`config.mk`:
```
export PLATFORM = sky130hd
export DESIGN_NAME = par_slave_port
export DESIGN_NICKNAME = d
export VERILOG_FILES = /design/src/rtl/psp_pkg.sv /design/src/rtl/psp_sync.sv /design/src/rtl/psp_ctrl.sv /design/src/rtl/psp_datapath.sv /design/src/rtl/par_slave_port.sv
export SDC_FILE = /design/constraint.sdc
export NUM_CORES = 1
export LEC_CHECK = 0
export ABC_AREA = 0
export BUFFER_PORTS_ARGS = -buffer_cell sky130_fd_sc_hd__buf_2
export CAP_MARGIN = 20
export CORE_AREA = 2 2 49 51
export CTS_CLUSTER_DIAMETER = 50
export DETAILED_ROUTE_END_ITERATION = 6
export DIE_AREA = 0 0 51 53
export GPL_TIMING_DRIVEN = 0
export PLACE_DENSITY = 0.84
export SYNTH_ARGS = -nofsm -noshare
export SYNTH_HDL_FRONTEND = slang
export SYNTH_SLANG_ARGS = --single-unit
```
`constraint.sdc`:
```
create_clock -name clk -period 3.2 [get_ports clk]
set_input_delay 0.16 -clock clk [delete_from_list [all_inputs] [get_ports clk]]
set_output_delay 0.16 -clock clk [all_outputs]
set_load 0.02 [all_outputs]
```
`src/rtl/psp_pkg.sv`:
```
package psp_pkg;
  localparam int NUM_STROBES = 3;
  localparam int IDX_CS = 2;
  localparam int IDX_RD = 1;
  localparam int IDX_WR = 0;

  typedef struct packed {
    logic capIn;    // capture host bus into incoming latch
    logic loadOut;  // load internal data into outgoing latch
  } pspStrobes_t;
endpackage

```
`src/rtl/psp_sync.sv`:
```
module psp_sync #(
  parameter int STAGES = 2,
  parameter int NUM    = 3
) (
  input  logic           clk,
  input  logic           rst,
  input  logic [NUM-1:0] rawIn,
  output logic [NUM-1:0] syncOut
);
  genvar gi;
  generate
    for (gi = 0; gi < NUM; gi++) begin : gSync
      logic [STAGES-1:0] chain;
      always_ff @(posedge clk) begin
        if (rst) chain <= '1;
        else     chain <= {chain[STAGES-2:0], rawIn[gi]};
      end
      assign syncOut[gi] = chain[STAGES-1];
    end
  endgenerate
endmodule

```
`src/rtl/psp_ctrl.sv`:
```
module psp_ctrl
  import psp_pkg::*;
#(
  parameter int SYNC_STAGES = 2
) (
  input  logic        clk,
  input  logic        rst,
  input  logic        modeEn,
  input  logic        csN,
  input  logic        rdN,
  input  logic        wrN,
  input  logic        cpuWrOut,
  input  logic        cpuRdIn,
  input  logic        irqClr,
  output pspStrobes_t strobes,
  output logic        busOe,
  output logic        inFull,
  output logic        outFull,
  output logic        overflow,
  output logic        irq
);
  logic [NUM_STROBES-1:0] rawVec, syncVec;
  logic wrLow, rdLow, wrLowD, rdLowD, wrEvt, rdEvt;

  assign rawVec[IDX_CS] = csN;
  assign rawVec[IDX_RD] = rdN;
  assign rawVec[IDX_WR] = wrN;

  psp_sync #(.STAGES(SYNC_STAGES), .NUM(NUM_STROBES)) uSync (
    .clk(clk), .rst(rst), .rawIn(rawVec), .syncOut(syncVec)
  );

  assign wrLow = modeEn & ~syncVec[IDX_CS] & ~syncVec[IDX_WR];
  assign rdLow = modeEn & ~syncVec[IDX_CS] & ~syncVec[IDX_RD];

  always_ff @(posedge clk) begin
    if (rst) begin
      wrLowD <= 1'b0;
      rdLowD <= 1'b0;
    end else begin
      wrLowD <= wrLow;
      rdLowD <= rdLow;
    end
  end

  assign wrEvt = wrLow & ~wrLowD;
  assign rdEvt = rdLow & ~rdLowD;

  assign strobes.capIn   = wrEvt;
  assign strobes.loadOut = cpuWrOut;

  assign busOe = modeEn & ~csN & ~rdN;

  always_ff @(posedge clk) begin
    if (rst) begin
      inFull   <= 1'b0;
      outFull  <= 1'b0;
      overflow <= 1'b0;
      irq      <= 1'b0;
    end else begin
      if (wrEvt)        inFull <= 1'b1;
      else if (cpuRdIn) inFull <= 1'b0;

      if (cpuWrOut)     outFull <= 1'b1;
      else if (rdEvt)   outFull <= 1'b0;

      if (wrEvt && inFull) overflow <= 1'b1;

      if (wrEvt || rdEvt) irq <= 1'b1;
      else if (irqClr)    irq <= 1'b0;
    end
  end
endmodule

```
`src/rtl/psp_datapath.sv`:
```
module psp_datapath
  import psp_pkg::*;
#(
  parameter int DATA_W = 8
) (
  input  logic              clk,
  input  logic              rst,
  input  pspStrobes_t       strobes,
  input  logic [DATA_W-1:0] busIn,
  input  logic [DATA_W-1:0] cpuWrData,
  output logic [DATA_W-1:0] inLatch,
  output logic [DATA_W-1:0] outLatch
);
  always_ff @(posedge clk) begin
    if (rst) begin
      inLatch  <= '0;
      outLatch <= '0;
    end else begin
      if (strobes.capIn)   inLatch  <= busIn;
      if (strobes.loadOut) outLatch <= cpuWrData;
    end
  end
endmodule

```
`src/rtl/par_slave_port.sv`:
```
module par_slave_port
  import psp_pkg::*;
#(
  parameter int DATA_W      = 8,
  parameter int SYNC_STAGES = 2
) (
  input  logic              clk,
  input  logic              rst,
  input  logic              modeEn,
  input  logic              csN,
  input  logic              rdN,
  input  logic              wrN,
  input  logic [DATA_W-1:0] busIn,
  output logic [DATA_W-1:0] busOut,
  output logic              busOe,
  input  logic              cpuWrOut,
  input  logic [DATA_W-1:0] cpuWrData,
  input  logic              cpuRdIn,
  output logic [DATA_W-1:0] cpuRdData,
  input  logic              irqClr,
  output logic              inFull,
  output logic              outFull,
  output logic              overflow,
  output logic              irq
);
  pspStrobes_t strobes;

  psp_ctrl #(.SYNC_STAGES(SYNC_STAGES)) uCtrl (
    .clk(clk), .rst(rst), .modeEn(modeEn), .csN(csN), .rdN(rdN), .wrN(wrN),
    .cpuWrOut(cpuWrOut), .cpuRdIn(cpuRdIn), .irqClr(irqClr),
    .strobes(strobes), .busOe(busOe), .inFull(inFull), .outFull(outFull),
    .overflow(overflow), .irq(irq)
  );

  psp_datapath #(.DATA_W(DATA_W)) uData (
    .clk(clk), .rst(rst), .strobes(strobes), .busIn(busIn),
    .cpuWrData(cpuWrData), .inLatch(cpuRdData), .outLatch(busOut)
  );
endmodule

```
==> impl_metrics.env, run 1 <==
export IMPL_status="complete, no violations"
export IMPL_syn_nets=119
export IMPL_holdWs_ns=0.04297
export IMPL_grt_max_degree=15
export IMPL_tritoncts="yes"
export IMPL_final_cell_mix="buf_2 (44), dfxtp_1 (28), nand2_1 (16)"
export IMPL_ant_nets=0
export IMPL_drive_gt1_frac=0.4184
export IMPL_drc=0
export IMPL_fillers=210
export IMPL_dp_hpwl_um=1428
export IMPL_min_path_type="primary input to register"
export IMPL_rr_startpoint="uCtrl.uSync.gSync[2].chain[1]"
export IMPL_cts_hold_buf=0
export IMPL_rsz0062_at_grt="false"
export IMPL_worstHoldStart="csN"
export IMPL_ys_ff_latch=28
export IMPL_dieArea_um2=2703
export IMPL_cts_made_buffers=3
export IMPL_setup_viol=0
export IMPL_yosys_area_top_type_share=0.5773
export IMPL_synth_edf_count=0
export IMPL_post_cts_resized=0
export IMPL_worst_path_max_fanout=10
export IMPL_end_kind="register"
export IMPL_rr_worst_depth=4
export IMPL_finalPower_mw=0.5573
export IMPL_first_global_vias=668
export IMPL_relSlewSlack=0.6673
export IMPL_wl_met3_um=140
export IMPL_cts_buffer_depth=2
export IMPL_overflow=0
export IMPL_die_h_um=53
export IMPL_num_antenna_cells=0
export IMPL_grt_pass1_wl_um=2891
export IMPL_final_common_cell="buf_2"
export IMPL_dp_slack_ns=1.881
export IMPL_wirelength_um=1800
export IMPL_dr_wl_met2_um=878
export IMPL_cp_start_kind="register"
export IMPL_ys_flop_type="dfxtp_1"
export IMPL_io_pins=46
export IMPL_hold_end="uCtrl.uSync.gSync[2].chain[0]"
export IMPL_die_width_um=51
export IMPL_hold_violations=0
export IMPL_wl_per_cell_um=10.65
export IMPL_fin_tns_setup_ns=0
export IMPL_dr_max_layer_used="met4"
export IMPL_antenna_found_initial=0
export IMPL_max_freq_mhz=752.7
export IMPL_htree_levels=1
export IMPL_tightest_slew_ns=0.4991
export IMPL_syn_inst=94
export IMPL_finalMaxSlewViolations=0
export IMPL_worst_slack_ns=1.871
export IMPL_maxCapViolations=0
export IMPL_rr_endpoint="uData.inLatch[6]"
export IMPL_path_clk_slew_ns=0.13
export IMPL_peakVddDrop_mv=0.3118
export IMPL_ys_async_sr_fraction=0
export IMPL_synth_cell_types=16
export IMPL_ff_latch_area_um2=560.5
export IMPL_rows=17
export IMPL_firstDrtPassIters=3
export IMPL_critical_path_class="register to register"
export IMPL_yosysTopAreaCell="dfxtp_1"
export IMPL_whs_path_depth=2
export IMPL_cts_sinks=28
export IMPL_syn_area_um2=970.9
export IMPL_final_cell_area_um2=1254
export IMPL_cp_required_ns=3.39
export IMPL_ys_warn_count=0
export IMPL_routed_via_density=4.680
export IMPL_cts_setup_buffers=0
export IMPL_min_period_ns=1.329
export IMPL_insertion_delay_ns=0.31
export IMPL_fin_skew_ns=0.002298
export IMPL_gp_congestion=0.6659
export IMPL_grt_util_all_layers=0.1472
export IMPL_placedInstanceArea_um2=1221
export IMPL_p_leak_nw=0.5763
export IMPL_initial_core_util=0.4520
export IMPL_syn_area_per_cell_um2=10.33
export IMPL_nNetsFinal=168
export IMPL_post_route_period_util=0.4152
export IMPL_vias=791
export IMPL_ys_seq_area_frac=0.5773
export IMPL_rrSetupSlack_ns=1.87
export IMPL_met1_length_um=748
export IMPL_cp_arrival_ns=1.52
export IMPL_drtIter0Drc=6
export IMPL_ctsRootBufferMaster="clkbuf_4"
export IMPL_powerDensity_nw_per_um2=444.5
export IMPL_numPortBuffers=43
export IMPL_areaGrowthSynthToFinish_pct=29.12
export IMPL_core_um2=2148
export IMPL_synthTopCellsByArea="dfxtp_1 (58%), mux2i_1 (8.2%), nand2_1 (6.2%)"
export IMPL_multi_input_area_um2=382.9
flip-flops by register name, summed over array words and instances, names as in the netlist:
signal	count
uCtrl.irq	1
uCtrl.rdLowD	1
uCtrl.outFull	1
uCtrl.inFull	1
uCtrl.wrLowD	1
uCtrl.overflow	1
uCtrl.uSync.gSync.chain	6
uData.outLatch	8
uData.inLatch	8
final cells by class:
class,instances,share of cell area
plain buffers,5,0.02196
clock buffers,3,0.01796
multi-input cells,61,0.3054
flip-flops and latches,28,0.4471
well taps,28,0.02794
repair buffers,44,0.1796
cells in the mapped netlist (all sizes together) (2+ instances only):
master,number
a21oi,11
nand2,16
nand2b,3
nor3,2
or2,6
clkbuf,3
mux2i,8
dfxtp,28
buf,2
nor2,10
or4b,2
critical path, stage by stage (launching register included):
cell and delay [ns]:
dfxtp_1 0.39, or4b_4 0.53, buf_6 0.16, nand2_1 0.07
a21oi_1 0.06
per-stage QoR:
step,util,std cells
2_1_floorplan,-,94
3_3_place_gp,0.5684,165
3_5_place_dp,0.5684,165
4_1_cts,0.5789,168
5_1_grt,0.5836,169
6_report,0.5836,169
power by group:
| part | leakage (nW) | switching [mW] | internal (mW) |
|---|---|---|---|
| combinational | 0.334 | 0.0307 | 0.0278 |
| sequential | 0.229 | 0.00528 | 0.360 |
| clock | 0.0138 | 0.0898 | 0.0441 |
worst max-delay path by stage:
stage,start,slack (ns),end,cells past startpoint
floorplan,uCtrl.uSync.gSync[2].chain[1],1.95,uData.inLatch[0],4
global placement,uCtrl.uSync.gSync[2].chain[1],1.92,uData.inLatch[7],4
detailed placement,uCtrl.uSync.gSync[2].chain[1],1.88,uData.inLatch[6],4
CTS,uCtrl.uSync.gSync[2].chain[1],1.86,uData.inLatch[6],4
global route,uCtrl.uSync.gSync[2].chain[1],1.80,uData.inLatch[5],4
finish,uCtrl.uSync.gSync[2].chain[1],1.87,uData.inLatch[6],4
layer usage:
layer,vias up,GRT usage
met5,-,0
met4,0,0.09459
met1,344,0.1631
met3,4,0.03390
li1,408,-
met2,35,0.2532
kinds of logic (layout without fill, tap and decap cells):
| group | count (synthesis) | in the layout | share of synthesized area |
|---|---|---|---|
| buffers and inverters | 5 | 52 | 0.02834 |
| AO/OA/AOI/OAI | 12 | 12 | 0.08248 |
| AND/OR/NAND/NOR | 41 | 41 | 0.2294 |
| flip-flops | 28 | 28 | 0.5773 |
| multiplexers | 8 | 8 | 0.08248 |
Power figures use the tool's default switching activity.
==> run 2: changes to the inputs <==
- ABC_AREA: 0 -> 1
- CORE_AREA: 2 2 49 51 -> 2 2 51 53
- DIE_AREA: 0 0 51 53 -> 0 0 53 55
- PLACE_DENSITY: 0.84 -> 0.81
- clock period: 3.2 -> 1.3 ns (I/O delays scaled with it)
==> impl_metrics.env, run 2 <==
export IMPL_p_leak_nw=0.7585
export IMPL_grt_util_all_layers=0.1889
export IMPL_swShare=0.2406
export IMPL_htree_levels=1
export IMPL_setup_viol=0
export IMPL_ys_flop_type="dfxtp_1"
export IMPL_die_h_um=55
export IMPL_dp_cells=205
export IMPL_antenna_found_initial=0
export IMPL_dp_slack_ns=0.3573
export IMPL_nNetsFinal=218
export IMPL_status="complete, no violations"
export IMPL_end_kind="output port"
export IMPL_numPortBuffers=45
export IMPL_path_delay_family="buffers and inverters"
export IMPL_crit_top_cell="buf_2"
export IMPL_first_global_vias=1026
export IMPL_peakVddDrop_mv=0.9385
export IMPL_yosysMostFrequentCell="nor2_1"
export IMPL_die_width_um=53
export IMPL_critical_path_class="primary input to output port"
export IMPL_path_clk_slew_ns=0.13
export IMPL_pwr_share_seq=0.627
export IMPL_wl_per_cell_um=11.26
export IMPL_syn_inst=130
export IMPL_power_switching_mw=0.3461
export IMPL_synthTopCellsByArea="dfxtp_1 (54%), nor2_1 (12%), inv_1 (5.4%)"
export IMPL_wirelength_um=2488
export IMPL_cp_start_kind="primary input"
export IMPL_firstDrtPassIters=3
export IMPL_core_um2=2365
export IMPL_cts_made_buffers=3
export IMPL_dieArea_um2=2915
export IMPL_synth_simple_gate_area_frac=0.3051
export IMPL_tritoncts="yes"
export IMPL_final_cell_area_um2=1449
export IMPL_ant_nets=0
export IMPL_syn_nets=155
export IMPL_synth_compound_area_frac=0.05327
export IMPL_grt_max_degree=15
export IMPL_cts_sinks=28
export IMPL_fin_tns_setup_ns=0
export IMPL_fillers=201
export IMPL_relSlewSlack=0.8272
export IMPL_ys_ff_latch=28
export IMPL_io_pins=46
export IMPL_syn_area_per_cell_um2=7.950
export IMPL_rsz0062_at_grt="false"
export IMPL_worst_slack_ns=0.1466
export IMPL_worst_path_max_fanout=2
export IMPL_p_comb_frac=0.142
export IMPL_gp_congestion=0.7082
export IMPL_rows=18
export IMPL_synth_top_cells_by_count="nor2_1 (33), dfxtp_1 (28), inv_1 (15), nand2_1 (13)"
export IMPL_yosysTopAreaCell="dfxtp_1"
export IMPL_synthAdderAreaFrac=0
export IMPL_maxCapViolations=0
export IMPL_final_cell_mix="buf_2 (48), nor2_1 (33), dfxtp_1 (28)"
export IMPL_dp_hpwl_um=1746
export IMPL_tightest_slew_ns=0.2569
export IMPL_placedInstanceArea_um2=1296
export IMPL_ys_warn_count=0
export IMPL_min_period_ns=1.153
export IMPL_crit_buf_inv=3
export IMPL_synth_mux_area_frac=0
export IMPL_ys_seq_area_frac=0.5424
export IMPL_synth_cell_types=18
export IMPL_yosys_area_top_type_share=0.5424
export IMPL_finalPower_mw=1.438
export IMPL_insertion_delay_ns=0.31
export IMPL_crit_path_cell_trace="dlygate4sd3_1 -> buf_2 -> nor3_1 -> buf_2"
export IMPL_drive_gt1_frac=0.3455
export IMPL_syn_area_um2=1033
export IMPL_cp_arrival_ns=1.09
export IMPL_routed_via_density=4.733
export IMPL_largestRegisters="uData.inLatch: 8 flops, uData.outLatch: 8 flops, uCtrl.uSync.gSync.chain: 6 flops"
export IMPL_initial_core_util=0.4370
export IMPL_num_antenna_cells=0
export IMPL_hold_violations=0
export IMPL_max_freq_mhz=867.0
export IMPL_areaGrowthSynthToFinish_pct=40.19
export IMPL_p_int_mw=1.092
export IMPL_synth_top_family_by_area="simple AND/OR/NAND/NOR gates"
export IMPL_final_common_cell="buf_2"
export IMPL_drtIter0Drc=11
export IMPL_synth_edf_count=0
export IMPL_post_route_period_util=0.8872
export IMPL_slowest_stage="dlygate4sd3_1"
export IMPL_finalMaxSlewViolations=0
export IMPL_overflow=0
export IMPL_synth_xor_area_frac=0
export IMPL_ys_async_sr_fraction=0
export IMPL_min_path_type="primary input to register"
export IMPL_cp_required_ns=1.24
export IMPL_vias=1046
export IMPL_drc=0
export IMPL_fin_skew_ns=0.003442
export IMPL_fin_cells=221
export IMPL_grt_pass1_wl_um=4091
export IMPL_cts_buffer_depth=2
export IMPL_powerDensity_nw_per_um2=992.7
export IMPL_clockPowerShare=0.231
export IMPL_cp_slowest_stage_delay_ns=0.53
export IMPL_ctsRootBufferMaster="clkbuf_4"
[run 2: kinds of logic (layout without fill, tap and decap cells)]
| group | count (synthesis) | after routing |
|---|---|---|
| AOI/OAI and AO/OA | 11 | 11 |
| buffers and inverters | 24 | 85 |
| DFF | 28 | 28 |
| and+or+nand+nor | 67 | 67 |
[run 2: repair_timing]
action,CTS,global route
hold endpoints to repair,13,0
resized for setup,0,0
hold buffers,13,0
setup buffers,0,0
[run 2: power by group through the flow]
stage	combinational, mW	sequential [mW]	clock, mW
detailed placement	0.172	0.920	0
global route	0.224	0.905	0.379
floorplan	0.0674	0.946	0
global placement	0.164	0.919	0
finish	0.204	0.902	0.333
CTS	0.202	0.902	0.346
[run 2: final cells by class]
cell class,count,area [µm²],area share
Inverter,20,76.32,0.05268
Multi-Input combinational cell,78,370.4,0.2556
Timing Repair Buffer,58,355.3,0.2453
Sequential cell,28,560.5,0.3869
Buffer,4,26.28,0.01813
Clock buffer,3,22.52,0.01554
Tap cell,30,37.54,0.02591
[run 2: metal layers]
metal,GRT usage,vias to the layer above,part of all wire
met5,0,-,0
met4,0.05128,0,0.0032
met3,0.03495,2,0.055
met2,0.3750,35,0.52
met1,0.2044,479,0.42
li1,-,530,-
[run 2: worst min-delay path: cells and delay by family]
kind	cells	cell delay [ns]
buffers and inverters	2	0.20
and+or+nand+nor	1	0.06
[run 2: through the flow]
step | util | hold WS (ns)
6_report | 0.6127 | 0.04154
5_1_grt | 0.6127 | 0.03653
4_1_cts | 0.6127 | 0.03182
3_5_place_dp | 0.5481 | 0.2596
3_3_place_gp | 0.5481 | 0.2468
2_1_floorplan | - | 0.1688
[run 2: final timing paths]
kind / cells past startpoint / endpoint / startpoint / slack, ns
worst min-delay path: 3 / uCtrl.rdLowD / modeEn / 0.04
worst min register to register: 1 / uCtrl.uSync.gSync[1].chain[1] / uCtrl.uSync.gSync[1].chain[0] / 0.43
worst max-delay path: 4 / busOe / csN / 0.15
worst max register to register: 5 / uData.inLatch[5] / uCtrl.uSync.gSync[2].chain[1] / 0.34
==> run 3: changes to the inputs <==
==> constraint.sdc (replaced) <==
create_clock -name clk -period 1.3 [get_ports clk]
set_input_delay 0.195 -clock clk [delete_from_list [all_inputs] [get_ports clk]]
set_output_delay 0.195 -clock clk [all_outputs]
set_load 0.01 [all_outputs]
==> impl_metrics.env, run 3 (synthesis gave the netlist of run 2 again) <==
export IMPL_relSlewSlack=0.8351
export IMPL_critical_path_class="register to output port"
export IMPL_rows=18
export IMPL_p_leak_nw=0.7042
export IMPL_rr_worst_depth=5
export IMPL_final_cell_mix="buf_2 (48), nor2_1 (33), dfxtp_1 (28)"
export IMPL_crit_buf_inv=1
export IMPL_rrSetupSlack_ns=0.34
export IMPL_wirelength_um=2261
export IMPL_cp_start_kind="register"
export IMPL_dr_max_layer_used="met4"
export IMPL_p_comb_frac=0.111
export IMPL_peakVddDrop_mv=0.9200
export IMPL_die_width_um=53
export IMPL_path_clk_slew_ns=0.13
export IMPL_worst_path_max_fanout=3
export IMPL_fin_skew_ns=0.0008947
export IMPL_hold_end="uCtrl.uSync.gSync[0].chain[0]"
export IMPL_largestRegisters="uData.inLatch: 8 flops, uData.outLatch: 8 flops, uCtrl.uSync.gSync.chain: 6 flops"
export IMPL_dp_hpwl_um=1746
export IMPL_whs_path_depth=2
export IMPL_wl_per_cell_um=10.87
export IMPL_maxCapViolations=0
export IMPL_grt_util_all_layers=0.1716
export IMPL_path_delay_family="flip-flops"
export IMPL_nNetsFinal=205
export IMPL_grt_pass1_wl_um=3705
export IMPL_tightest_slew_ns=0.2450
export IMPL_cp_slowest_stage_delay_ns=0.39
export IMPL_overflow=0
export IMPL_num_antenna_cells=0
export IMPL_powerDensity_nw_per_um2=1053
export IMPL_clockPowerShare=0.240
export IMPL_gp_congestion=0.7082
export IMPL_grt_max_degree=15
export IMPL_drtIter0Drc=11
export IMPL_finalPower_mw=1.389
export IMPL_routed_via_density=4.745
export IMPL_slowest_stage="dfxtp_1"
export IMPL_fin_cells=208
export IMPL_p_int_mw=1.067
export IMPL_setup_viol=0
export IMPL_cp_arrival_ns=0.85
export IMPL_cts_sinks=28
export IMPL_dr_wl_met2_um=1153
export IMPL_htree_levels=1
export IMPL_status="complete, no violations"
export IMPL_end_kind="output port"
export IMPL_post_route_period_util=0.8022
export IMPL_io_pins=46
export IMPL_dp_cells=205
export IMPL_antenna_found_initial=0
export IMPL_cts_hold_buf=0
export IMPL_insertion_delay_ns=0.31
export IMPL_rr_startpoint="uCtrl.uSync.gSync[2].chain[1]"
export IMPL_worstHoldStart="wrN"
export IMPL_ant_nets=0
export IMPL_swShare=0.2319
export IMPL_met1_length_um=953
export IMPL_rr_endpoint="uData.inLatch[3]"
export IMPL_tritoncts="yes"
export IMPL_holdWs_ns=0.06166
export IMPL_max_freq_mhz=958.9
export IMPL_cts_made_buffers=3
export IMPL_areaGrowthSynthToFinish_pct=27.60
export IMPL_first_global_vias=925
export IMPL_ctsRootBufferMaster="clkbuf_4"
export IMPL_cts_setup_buffers=0
export IMPL_hold_violations=0
export IMPL_final_common_cell="buf_2"
export IMPL_cts_buffer_depth=2
export IMPL_drc=0
export IMPL_fillers=222
export IMPL_dieArea_um2=2915
export IMPL_crit_cells=1
export IMPL_vias=987
export IMPL_pwr_share_seq=0.649
export IMPL_min_period_ns=1.043
export IMPL_wl_met3_um=145
export IMPL_die_h_um=55
export IMPL_rsz0062_at_grt="false"
export IMPL_critPathLaunch="uCtrl.inFull"
export IMPL_crit_path_cell_trace="buf_2"
export IMPL_cp_required_ns=1.11
export IMPL_finalMaxSlewViolations=0
export IMPL_fin_tns_setup_ns=0
export IMPL_numPortBuffers=45
export IMPL_initial_core_util=0.4370
export IMPL_min_path_type="primary input to register"
export IMPL_power_switching_mw=0.3221
export IMPL_final_core_util=0.5577
export IMPL_firstDrtPassIters=5
export IMPL_post_cts_resized=0
export IMPL_core_um2=2365
export IMPL_drive_gt1_frac=0.3708
-- run 3: cell types whose count changed in the layout (fill, tap and decap cells not counted) --
cell           before  now
dlygate4sd3_1      13    0
-- run 3: final cells by class --
class                      count  area (µm²)  area share
sequential                    28       560.5      0.4250
inverter                      20       76.32     0.05787
timing repair buffer          45       225.2      0.1708
multi-input combinational     78       370.4      0.2808
tap                           30       37.54     0.02846
buffer                         4       26.28     0.01992
clock buffer                   3       22.52     0.01708
-- run 3: power groups by stage --
stage | logic [mW] | clock network, mW | registers [mW]
3_5_place_dp | 0.154 | 0 | 0.920
3_3_place_gp | 0.147 | 0 | 0.919
4_1_cts | 0.155 | 0.346 | 0.902
6_report | 0.154 | 0.333 | 0.902
5_1_grt | 0.173 | 0.379 | 0.905
2_1_floorplan | 0.0665 | 0 | 0.930
-- run 3: through the flow --
step	instance area (µm²)	setup WS [ns]
6_report	1319	0.2572
5_1_grt	1319	0.2081
4_1_cts	1319	0.2427
3_5_place_dp	1296	0.3456
3_3_place_gp	1296	0.4072
2_1_floorplan	1033	0.4559
-- run 3: how the worst max path moves through the flow --
stage | to
after floorplan | uData.inLatch[0]
after global placement | uCtrl.uSync.gSync[1].chain[1]
after detailed placement | uData.inLatch[7]
after CTS | inFull
after global routing | inFull
final | inFull
-- run 3: per-layer routing --
layer | global-route usage | vias up
li1 | - | 502
met5 | 0 | -
met2 | 0.3313 | 42
met3 | 0.03226 | 2
met1 | 0.1910 | 441
met4 | 0.05128 | 0
-- run 3: worst register-to-register path: cells and delay by family, from the launching register on --
| kind | cells | cell delay (ns) |
|---|---|---|
| buffers and inverters | 1 | 0.15 |
| DFF | 1 | 0.36 |
| and+or+nand+nor | 4 | 0.37 |
